## src/rtl/seg_loader_pkg.sv

```systemverilog
package seg_loader_pkg;

  typedef enum logic [1:0] {
    WAIT_SEL  = 2'd0,
    LOADING   = 2'd1,
    LINE_FULL = 2'd2
  } ctrlState_t;

  // Strobes from the control to the datapath, all valid for one clock.
  typedef struct packed {
    logic rewind;     // line pulse high: reset the group pointer
    logic takeHi;     // hold the upper nibble
    logic writeByte;  // write the assembled byte into the pointed group
    logic transfer;   // copy the data latch into the line latch
  } loadStrobes_t;

endpackage

```

## src/rtl/seg_load_ctrl.sv

```systemverilog
module seg_load_ctrl
  import seg_loader_pkg::*;
#(
  parameter int NUM_GROUPS = 30
) (
  input  logic         clk,
  input  logic         rst_n,
  input  logic         lineP,
  input  logic         wide8,
  input  logic         enIn,
  output loadStrobes_t strb,
  output logic         enOut
);
  localparam int CNT_W = $clog2(NUM_GROUPS + 1);
  localparam logic [CNT_W-1:0] LAST_CNT = CNT_W'(NUM_GROUPS - 1);

  ctrlState_t       state;
  logic [CNT_W-1:0] byteCnt;
  logic             nibPhase;
  logic             lpPrev;
  logic             accept;
  logic             byteDone;

  assign accept   = !lineP && ((state == WAIT_SEL && enIn) || state == LOADING);
  assign byteDone = accept && (wide8 || nibPhase);

  always_comb begin
    strb.rewind    = lineP;
    strb.takeHi    = accept && !wide8 && !nibPhase;
    strb.writeByte = byteDone;
    strb.transfer  = lpPrev && !lineP;
  end

  assign enOut = (state == LINE_FULL);

  always_ff @(posedge clk or negedge rst_n) begin
    if (!rst_n) begin
      state    <= WAIT_SEL;
      byteCnt  <= '0;
      nibPhase <= 1'b0;
      lpPrev   <= 1'b0;
    end else begin
      lpPrev <= lineP;
      if (lineP) begin
        state    <= WAIT_SEL;
        byteCnt  <= '0;
        nibPhase <= 1'b0;
      end else if (accept) begin
        if (state == WAIT_SEL) state <= LOADING;
        if (!wide8) nibPhase <= ~nibPhase;
        if (byteDone) begin
          byteCnt <= byteCnt + 1'b1;
          if (byteCnt == LAST_CNT) state <= LINE_FULL;
        end
      end
    end
  end
endmodule

```

## src/rtl/seg_load_data.sv

```systemverilog
module seg_load_data
  import seg_loader_pkg::*;
#(
  parameter int LINE_BITS = 240,
  parameter int BYTE_W    = 8
) (
  input  logic                              clk,
  input  logic                              rst_n,
  input  loadStrobes_t                      strb,
  input  logic                              wide8,
  input  logic                              dirRev,
  input  logic                              dispOff,
  input  logic [BYTE_W-1:0]                 dataIn,
  output logic [LINE_BITS/BYTE_W-1:0]       groupSel,
  output logic [LINE_BITS-1:0]              lineLatchQ,
  output logic [LINE_BITS-1:0]              lineOut
);
  localparam int NUM_GROUPS = LINE_BITS / BYTE_W;
  localparam int NIB_W      = BYTE_W / 2;
  localparam logic [NUM_GROUPS-1:0] FIRST_FWD = NUM_GROUPS'(1);
  localparam logic [NUM_GROUPS-1:0] FIRST_REV = FIRST_FWD << (NUM_GROUPS - 1);

  logic [NIB_W-1:0]     nibHold;
  logic [BYTE_W-1:0]    byteVal;
  logic [LINE_BITS-1:0] dataLatch;

  assign byteVal = wide8 ? dataIn : {nibHold, dataIn[NIB_W-1:0]};
  assign lineOut = dispOff ? '0 : lineLatchQ;

  always_ff @(posedge clk or negedge rst_n) begin
    if (!rst_n) begin
      nibHold    <= '0;
      groupSel   <= FIRST_FWD;
      lineLatchQ <= '0;
    end else begin
      if (strb.transfer) lineLatchQ <= dataLatch;
      if (strb.takeHi) nibHold <= dataIn[NIB_W-1:0];
      if (strb.rewind)
        groupSel <= dirRev ? FIRST_REV : FIRST_FWD;
      else if (strb.writeByte)
        groupSel <= dirRev ? (groupSel >> 1) : (groupSel << 1);
    end
  end

  for (genvar g = 0; g < NUM_GROUPS; g++) begin : g_group
    always_ff @(posedge clk or negedge rst_n) begin
      if (!rst_n)
        dataLatch[g*BYTE_W +: BYTE_W] <= '0;
      else if (strb.writeByte && groupSel[g])
        dataLatch[g*BYTE_W +: BYTE_W] <= byteVal;
    end
  end
endmodule

```

## src/rtl/seg_line_loader.sv

```systemverilog
module seg_line_loader
  import seg_loader_pkg::*;
#(
  parameter int LINE_BITS = 240,
  parameter int BYTE_W    = 8
) (
  input  logic                 clk,
  input  logic                 rst_n,
  input  logic                 lineP,
  input  logic                 wide8,
  input  logic                 dirRev,
  input  logic                 enIn,
  input  logic [BYTE_W-1:0]    dataIn,
  input  logic                 dispOff,
  output logic                 enOut,
  output logic [LINE_BITS-1:0] lineOut
);
  localparam int NUM_GROUPS = LINE_BITS / BYTE_W;

  loadStrobes_t          strb;
  logic [NUM_GROUPS-1:0] groupSel;
  logic [LINE_BITS-1:0]  lineLatchQ;

  seg_load_ctrl #(.NUM_GROUPS(NUM_GROUPS)) ctrl_i (
    .clk(clk), .rst_n(rst_n), .lineP(lineP), .wide8(wide8),
    .enIn(enIn), .strb(strb), .enOut(enOut)
  );

  seg_load_data #(.LINE_BITS(LINE_BITS), .BYTE_W(BYTE_W)) data_i (
    .clk(clk), .rst_n(rst_n), .strb(strb), .wide8(wide8), .dirRev(dirRev),
    .dispOff(dispOff), .dataIn(dataIn), .groupSel(groupSel),
    .lineLatchQ(lineLatchQ), .lineOut(lineOut)
  );
endmodule

```

## config.mk

```make
export PLATFORM = sky130hd
export DESIGN_NAME = seg_line_loader
export DESIGN_NICKNAME = d
export VERILOG_FILES = /design/src/rtl/seg_loader_pkg.sv /design/src/rtl/seg_load_ctrl.sv /design/src/rtl/seg_load_data.sv /design/src/rtl/seg_line_loader.sv
export SDC_FILE = /design/constraint.sdc
export NUM_CORES = 1
export LEC_CHECK = 0
export BUFFER_PORTS_ARGS = -buffer_cell sky130_fd_sc_hd__buf_2
export CAP_MARGIN = 30
export CORE_MARGIN = 4
export CORE_UTILIZATION = 59
export DETAILED_ROUTE_END_ITERATION = 16
export GPL_ROUTABILITY_DRIVEN = 0
export MAX_ROUTING_LAYER = met4
export PLACE_DENSITY = 0.87
export SLEW_MARGIN = 10
export SYNTH_ARGS = -nofsm -noshare
export SYNTH_HDL_FRONTEND = slang
export SYNTH_SLANG_ARGS = --single-unit
```

## constraint.sdc

```tcl
create_clock -name clk -period 2.05 [get_ports clk]
set_input_delay 0.41 -clock clk [delete_from_list [all_inputs] [get_ports clk]]
set_output_delay 0.41 -clock clk [all_outputs]
set_load 0.005 [all_outputs]
```

-- Word-level counts from Yosys, hierarchy flattened
Cells that the tools add are included.
- flip-flop bits (word level): 523
- input port bits: 15
- word-level logic and storage cells: 106
- $add $sub $neg: 1
- equal/unequal tests: 4
- multiplexer cells: 17
- bitwise gates (word level): 1
- reduce and logical (&&, ||, !) cells: 46
- operators by type and width (kind ; number):
    two-way mux 240 bit ; 1
    two-way mux 30 bit ; 4
    logical AND 1 bit ; 36
    two-way mux 5 bit ; 3
    two-way mux 2 bit ; 5
    two-way mux 8 bit ; 1
    adder 5 x 1 -> 5 bit (second input constant) ; 1
    equality test 5 bit (second input constant) ; 1
    AND reduction 2 bit ; 2
    nonzero test 2 bit ; 2
    logical NOT 1 bit ; 3
    two-way mux 1 bit ; 3
    equality test 2 x 1 -> 1 bit (second input constant) ; 1
    equality test 2 bit (second input constant) ; 1
    logical NOT 2 bit ; 1
    logical OR 1 bit ; 2
    inequality test 2 bit (second input constant) ; 1
    inverter 1 bit ; 1

-- Depth between registers and ports, before layout
- depth in word-level cells: 8
- depth in mapped cells: 7
- gate-level depth less buffers: 5

-- Cells and area by module
From an unflattened synthesis, not the netlist that was laid out.
- cells, all modules: 1688
- area, all modules: 22110.0 um^2
- by module, submodules not included (module ; instances ; cells an instance ; area each (um^2) ; sequential area each (um^2)):
    seg_load_data ; 1 ; 1637 ; 21634.5 ; 12863.6
    seg_load_ctrl ; 1 ; 51 ; 475.5 ; 225.2

-- Worst setup path after synthesis
Ideal clock, no wire load.
- path kind: input port to flip-flop
- start point: in lineP
- end point: reg data_i.dataLatch[100]
- data arrival time: 1.611 ns
- required time: 1.925 ns
- path slack: 0.314 ns
- stages: 6
- path buffers: 3
- cell sequence: buf_2 -> inv_1 -> clkbuf_1 -> and4_4 -> buf_6 -> mux2_4
- word-level cells in the longest chain between the ends: 4
- ends and longest elaborated chain (element ; RTL line ; source):
    start: declaration ; seg_line_loader.sv:9 ; input logic lineP,
    logical NOT 1 bit ; seg_load_ctrl.sv:24 ; assign accept = !lineP && ((state == WAIT_SEL && enIn) || state == LOADING);
    logical AND 1 bit ; seg_load_ctrl.sv:24 ;
    logical AND 1 bit ; seg_load_ctrl.sv:25 ; assign byteDone = accept && (wide8 || nibPhase);
    logical AND 1 bit ; seg_load_data.sv:49 ; else if (strb.writeByte && groupSel[g])
    end signal: indexed assignment ; seg_load_data.sv:50 ; dataLatch[g*BYTE_W +: BYTE_W] <= byteVal;
    end: declaration ; seg_load_data.sv:25 ; logic [LINE_BITS-1:0] dataLatch;
Every way passes these cells.
A chain may end at the register's enable or synchronous reset.

-- Worst setup path in the final report
- start point: reg ctrl_i.state[1]
- end point: reg data_i.dataLatch[130]
- word-level cells in the longest chain between the ends: 6
- ends and longest elaborated chain (element ; RTL line ; source):
    start: declaration ; seg_load_ctrl.sv:17 ; ctrlState_t state;
    start signal: assignment ; seg_load_ctrl.sv:38 ; state <= WAIT_SEL;
    start signal: assignment ; seg_load_ctrl.sv:45 ; state <= WAIT_SEL;
    start signal: assignment ; seg_load_ctrl.sv:49 ; if (state == WAIT_SEL) state <= LOADING;
    logical NOT 2 bit ; seg_load_ctrl.sv:24 ;
    logical AND 1 bit ; seg_load_ctrl.sv:24 ;
    logical OR 1 bit * ; seg_load_ctrl.sv:24 ;
    logical AND 1 bit * ; seg_load_ctrl.sv:24 ;
    logical AND 1 bit * ; seg_load_ctrl.sv:25 ;
    logical AND 1 bit * ; seg_load_data.sv:49 ;
Mark *: on every way between the ends. The rest lies on a longest branch, timed or not.

==> results.sh <==
export IMPL_outcome="finished, final reports clean"
export IMPL_p_sw_uw=9830
export IMPL_p_int_uw=26800
export IMPL_worst_slew_pin_slew_ns=1.06
export IMPL_synth_area_top_cells="dfrtp_1 57%, mux2_2 15%, mux2_4 12%"
export IMPL_hpwlAfterDp_um=33000
export IMPL_hold_path_class="input pin to flip-flop"
export IMPL_antenna_left=0
export IMPL_netlist_area_leader_share=0.573
export IMPL_final_cell_mix="522 x dfrtp_1, 305 x mux2_2, 253 x buf_2"
export IMPL_synthMuxAreaShare=0.284
export IMPL_fin_crit_sh=0.914
export IMPL_numCtsBuffers=50
export IMPL_power_share_combinational=0.246
export IMPL_nets=1809
export IMPL_swShare=0.269
export IMPL_dieWidth_um=205
export IMPL_clkPwrFrac=0.280
export IMPL_p_leak_uw=0.0126
export IMPL_drtPass1Iterations=5
export IMPL_hold_path_startpoint="enIn"
export IMPL_layout_commonest_cell="dfrtp_1"
export IMPL_ios=256
export IMPL_hold_violations=0
export IMPL_r2r_slack_ns=0.18
export IMPL_clk_pin_slew_ns=0.07
export IMPL_clockBufferDepth=3
export IMPL_ys_types=32
export IMPL_pwr_share_seq=0.473
export IMPL_postCtsSetupBuffers=0
export IMPL_max_cap_violations=0
export IMPL_insertion_delay_ns=0.58
export IMPL_finalSetupTns_ns=0
export IMPL_row_count=71
export IMPL_die_h_um=205
export IMPL_cts_tree="yes"
export IMPL_setup_violations=0
export IMPL_path_max_fanout=18
export IMPL_final_core_util=0.703
export IMPL_holdPathStages=3
export IMPL_core_um2=37900
export IMPL_path_class="flip-flop to flip-flop"
export IMPL_syn_to_final_growth_pct=16.9
export IMPL_nFillCells=2462
export IMPL_syn_inst=1548
export IMPL_syn_area_um2=22800
export IMPL_routedWlPerCell_um=22.1
export IMPL_viasPerCell=5.59
export IMPL_syn_avg_cell_area_um2=14.7
export IMPL_worstReg2RegEnd="data_i.dataLatch[130]"
export IMPL_slew_viol_final=0
export IMPL_ys_ff_latch=523
export IMPL_r2r_worst_path_cells=4
export IMPL_synth_top_area_cell="dfrtp_1"
export IMPL_finalClockSkew_ns=0.0138
export IMPL_synth_compound_area_frac=0.0205
export IMPL_synth_top_family_by_area="multiplexers"
export IMPL_start_util=0.601
export IMPL_numPortBuffers=255
export IMPL_cts_resized=0
export IMPL_grt_ovfl_total=0
export IMPL_ys_warn_count=0
export IMPL_cp_required_ns=2.50
export IMPL_timing_rr_start="ctrl_i.state[1]"
export IMPL_drt_iter0_markers=667
export IMPL_yosysSeqAreaShare=0.574
export IMPL_cts_sinks=523
export IMPL_synth_xor_area_frac=0
export IMPL_grt_pass1_vias=14300
export IMPL_antenna_found_initial=1
export IMPL_wirelength_um=51900
export IMPL_critPathLaunchType="flip-flop"
export IMPL_drc=0
export IMPL_cts_max_level=2
export IMPL_crit_path_end_kind="flip-flop"
export IMPL_cts_root_buf="clkbuf_16"
export IMPL_grt_first_pass_wirelength_um=82800
export IMPL_drive_gt1_frac=0.509
export IMPL_max_freq_ghz=0.534
export IMPL_grt_max_degree=99
export IMPL_synth_fp_nets=1565
export IMPL_period_minus_slack_ns=1.87
export IMPL_cts_hold_fix_buffers=1
export IMPL_grt_use_total=0.258
export IMPL_power_density_nw_per_um2=1370
export IMPL_vdd_ir_drop_max_mv=0.819
export IMPL_timing_final_ws_setup_ns=0.177
export IMPL_dp_slack_ns=0.106
export IMPL_max_slew_margin_rel=0.296
export IMPL_critical_path_arrival_ns=2.33
export IMPL_synthAdderAreaFrac=0.00110
export IMPL_vias=13100
export IMPL_die_area_um2=41900
export IMPL_rsz0062_at_grt="no"
export IMPL_yosys_area_share_simple=0.0862
export IMPL_hold_end="ctrl_i.state[0]"
[worst max-delay path by stage]
stage,from,end,slack [ns],cells past startpoint
after floorplan,lineP,data_i.dataLatch[100],0.31,6
after global placement,wide8,data_i.dataLatch[149],0.14,5
after detailed placement,wide8,data_i.dataLatch[141],0.11,5
after CTS,ctrl_i.state[1],enOut,0.19,3
after global routing,ctrl_i.state[1],data_i.dataLatch[137],0.11,4
final,ctrl_i.state[1],data_i.dataLatch[130],0.18,4
[cells in the mapped netlist, drive strengths merged]
master / n
o31ai: 2
o21ai: 3
ha: 2
or2: 1
inv: 4
nor2: 5
dfrtp: 522
nand3: 4
buf: 72
nand4: 2
nand2: 1
nor3: 1
clkbuf: 64
dfstp: 1
o21ba: 1
and2: 1
nor4: 1
o21bai: 1
and4: 30
a31oi: 1
nor2b: 242
o311ai: 1
or3: 2
mux2i: 28
mux2: 489
a21oi: 35
a211oi: 30
or4: 2
[area by class of cell]
type                       count  area [um2]  share of cell area
multi-input combinational    885        8960               0.336
inverter                       4        15.0            0.000563
timing repair buffer         328        2100              0.0788
antenna                        1        2.50           0.0000939
clock inverter                24         369              0.0138
tap                          511         639              0.0240
clock buffer                  70        1490              0.0559
sequential                   523       13100               0.491
[through the flow]
stage	total power, uW	hold WS [ns]	std cells	area (um2)
global placement	25700	0.252	2249	24800
global route	38400	0.235	2346	26700
CTS	36900	0.166	2344	26600
finish	36600	0.194	2346	26700
detailed placement	26300	0.254	2249	24800
floorplan	22700	0.114	1548	22800
[worst max-delay path, cell delays in order, from the launching register on]
cell and delay (ns):
dfrtp_1 0.40, o21ba_4 0.38, buf_4 0.27, and4_4 0.37, mux2_4 0.33
[power groups by stage]
stage	clock network (uW)	logic (uW)	registers, uW
2_1_floorplan	0	6600	16100
5_1_grt	10800	9750	17800
3_3_place_gp	0	8580	17100
4_1_cts	10400	9130	17300
3_5_place_dp	0	9010	17300
6_report	10300	9010	17300
[cells by family after synthesis]
kind of cell	count (synthesis)
DFF	523
muxes	517
and+or+nand+nor	292
buffers and inverters	140
AOI/OAI and AO/OA	74
adders and majority gates	2
[sequential cells by signal, indices dropped and copies added, names as in the netlist]
| signal | count |
|---|---|
| data_i.nibHold | 4 |
| ctrl_i.byteCnt | 5 |
| data_i.lineLatchQ | 240 |
| ctrl_i.state | 2 |
| ctrl_i.lpPrev | 1 |
| data_i.groupSel | 30 |
| data_i.dataLatch | 240 |
| ctrl_i.nibPhase | 1 |
[layer usage]
| metal | routed length (um) | share of wire | global-route usage | vias up |
|---|---|---|---|---|
| li1 | - | - | - | 5826 |
| met1 | 22600 | 0.44 | 0.351 | 6805 |
| met2 | 25200 | 0.49 | 0.408 | 388 |
| met3 | 2660 | 0.051 | 0.0397 | 103 |
| met4 | 1350 | 0.026 | 0.0799 | 0 |
| met5 | 0 | 0 | - | - |
Power figures use the tool's default switching activity.
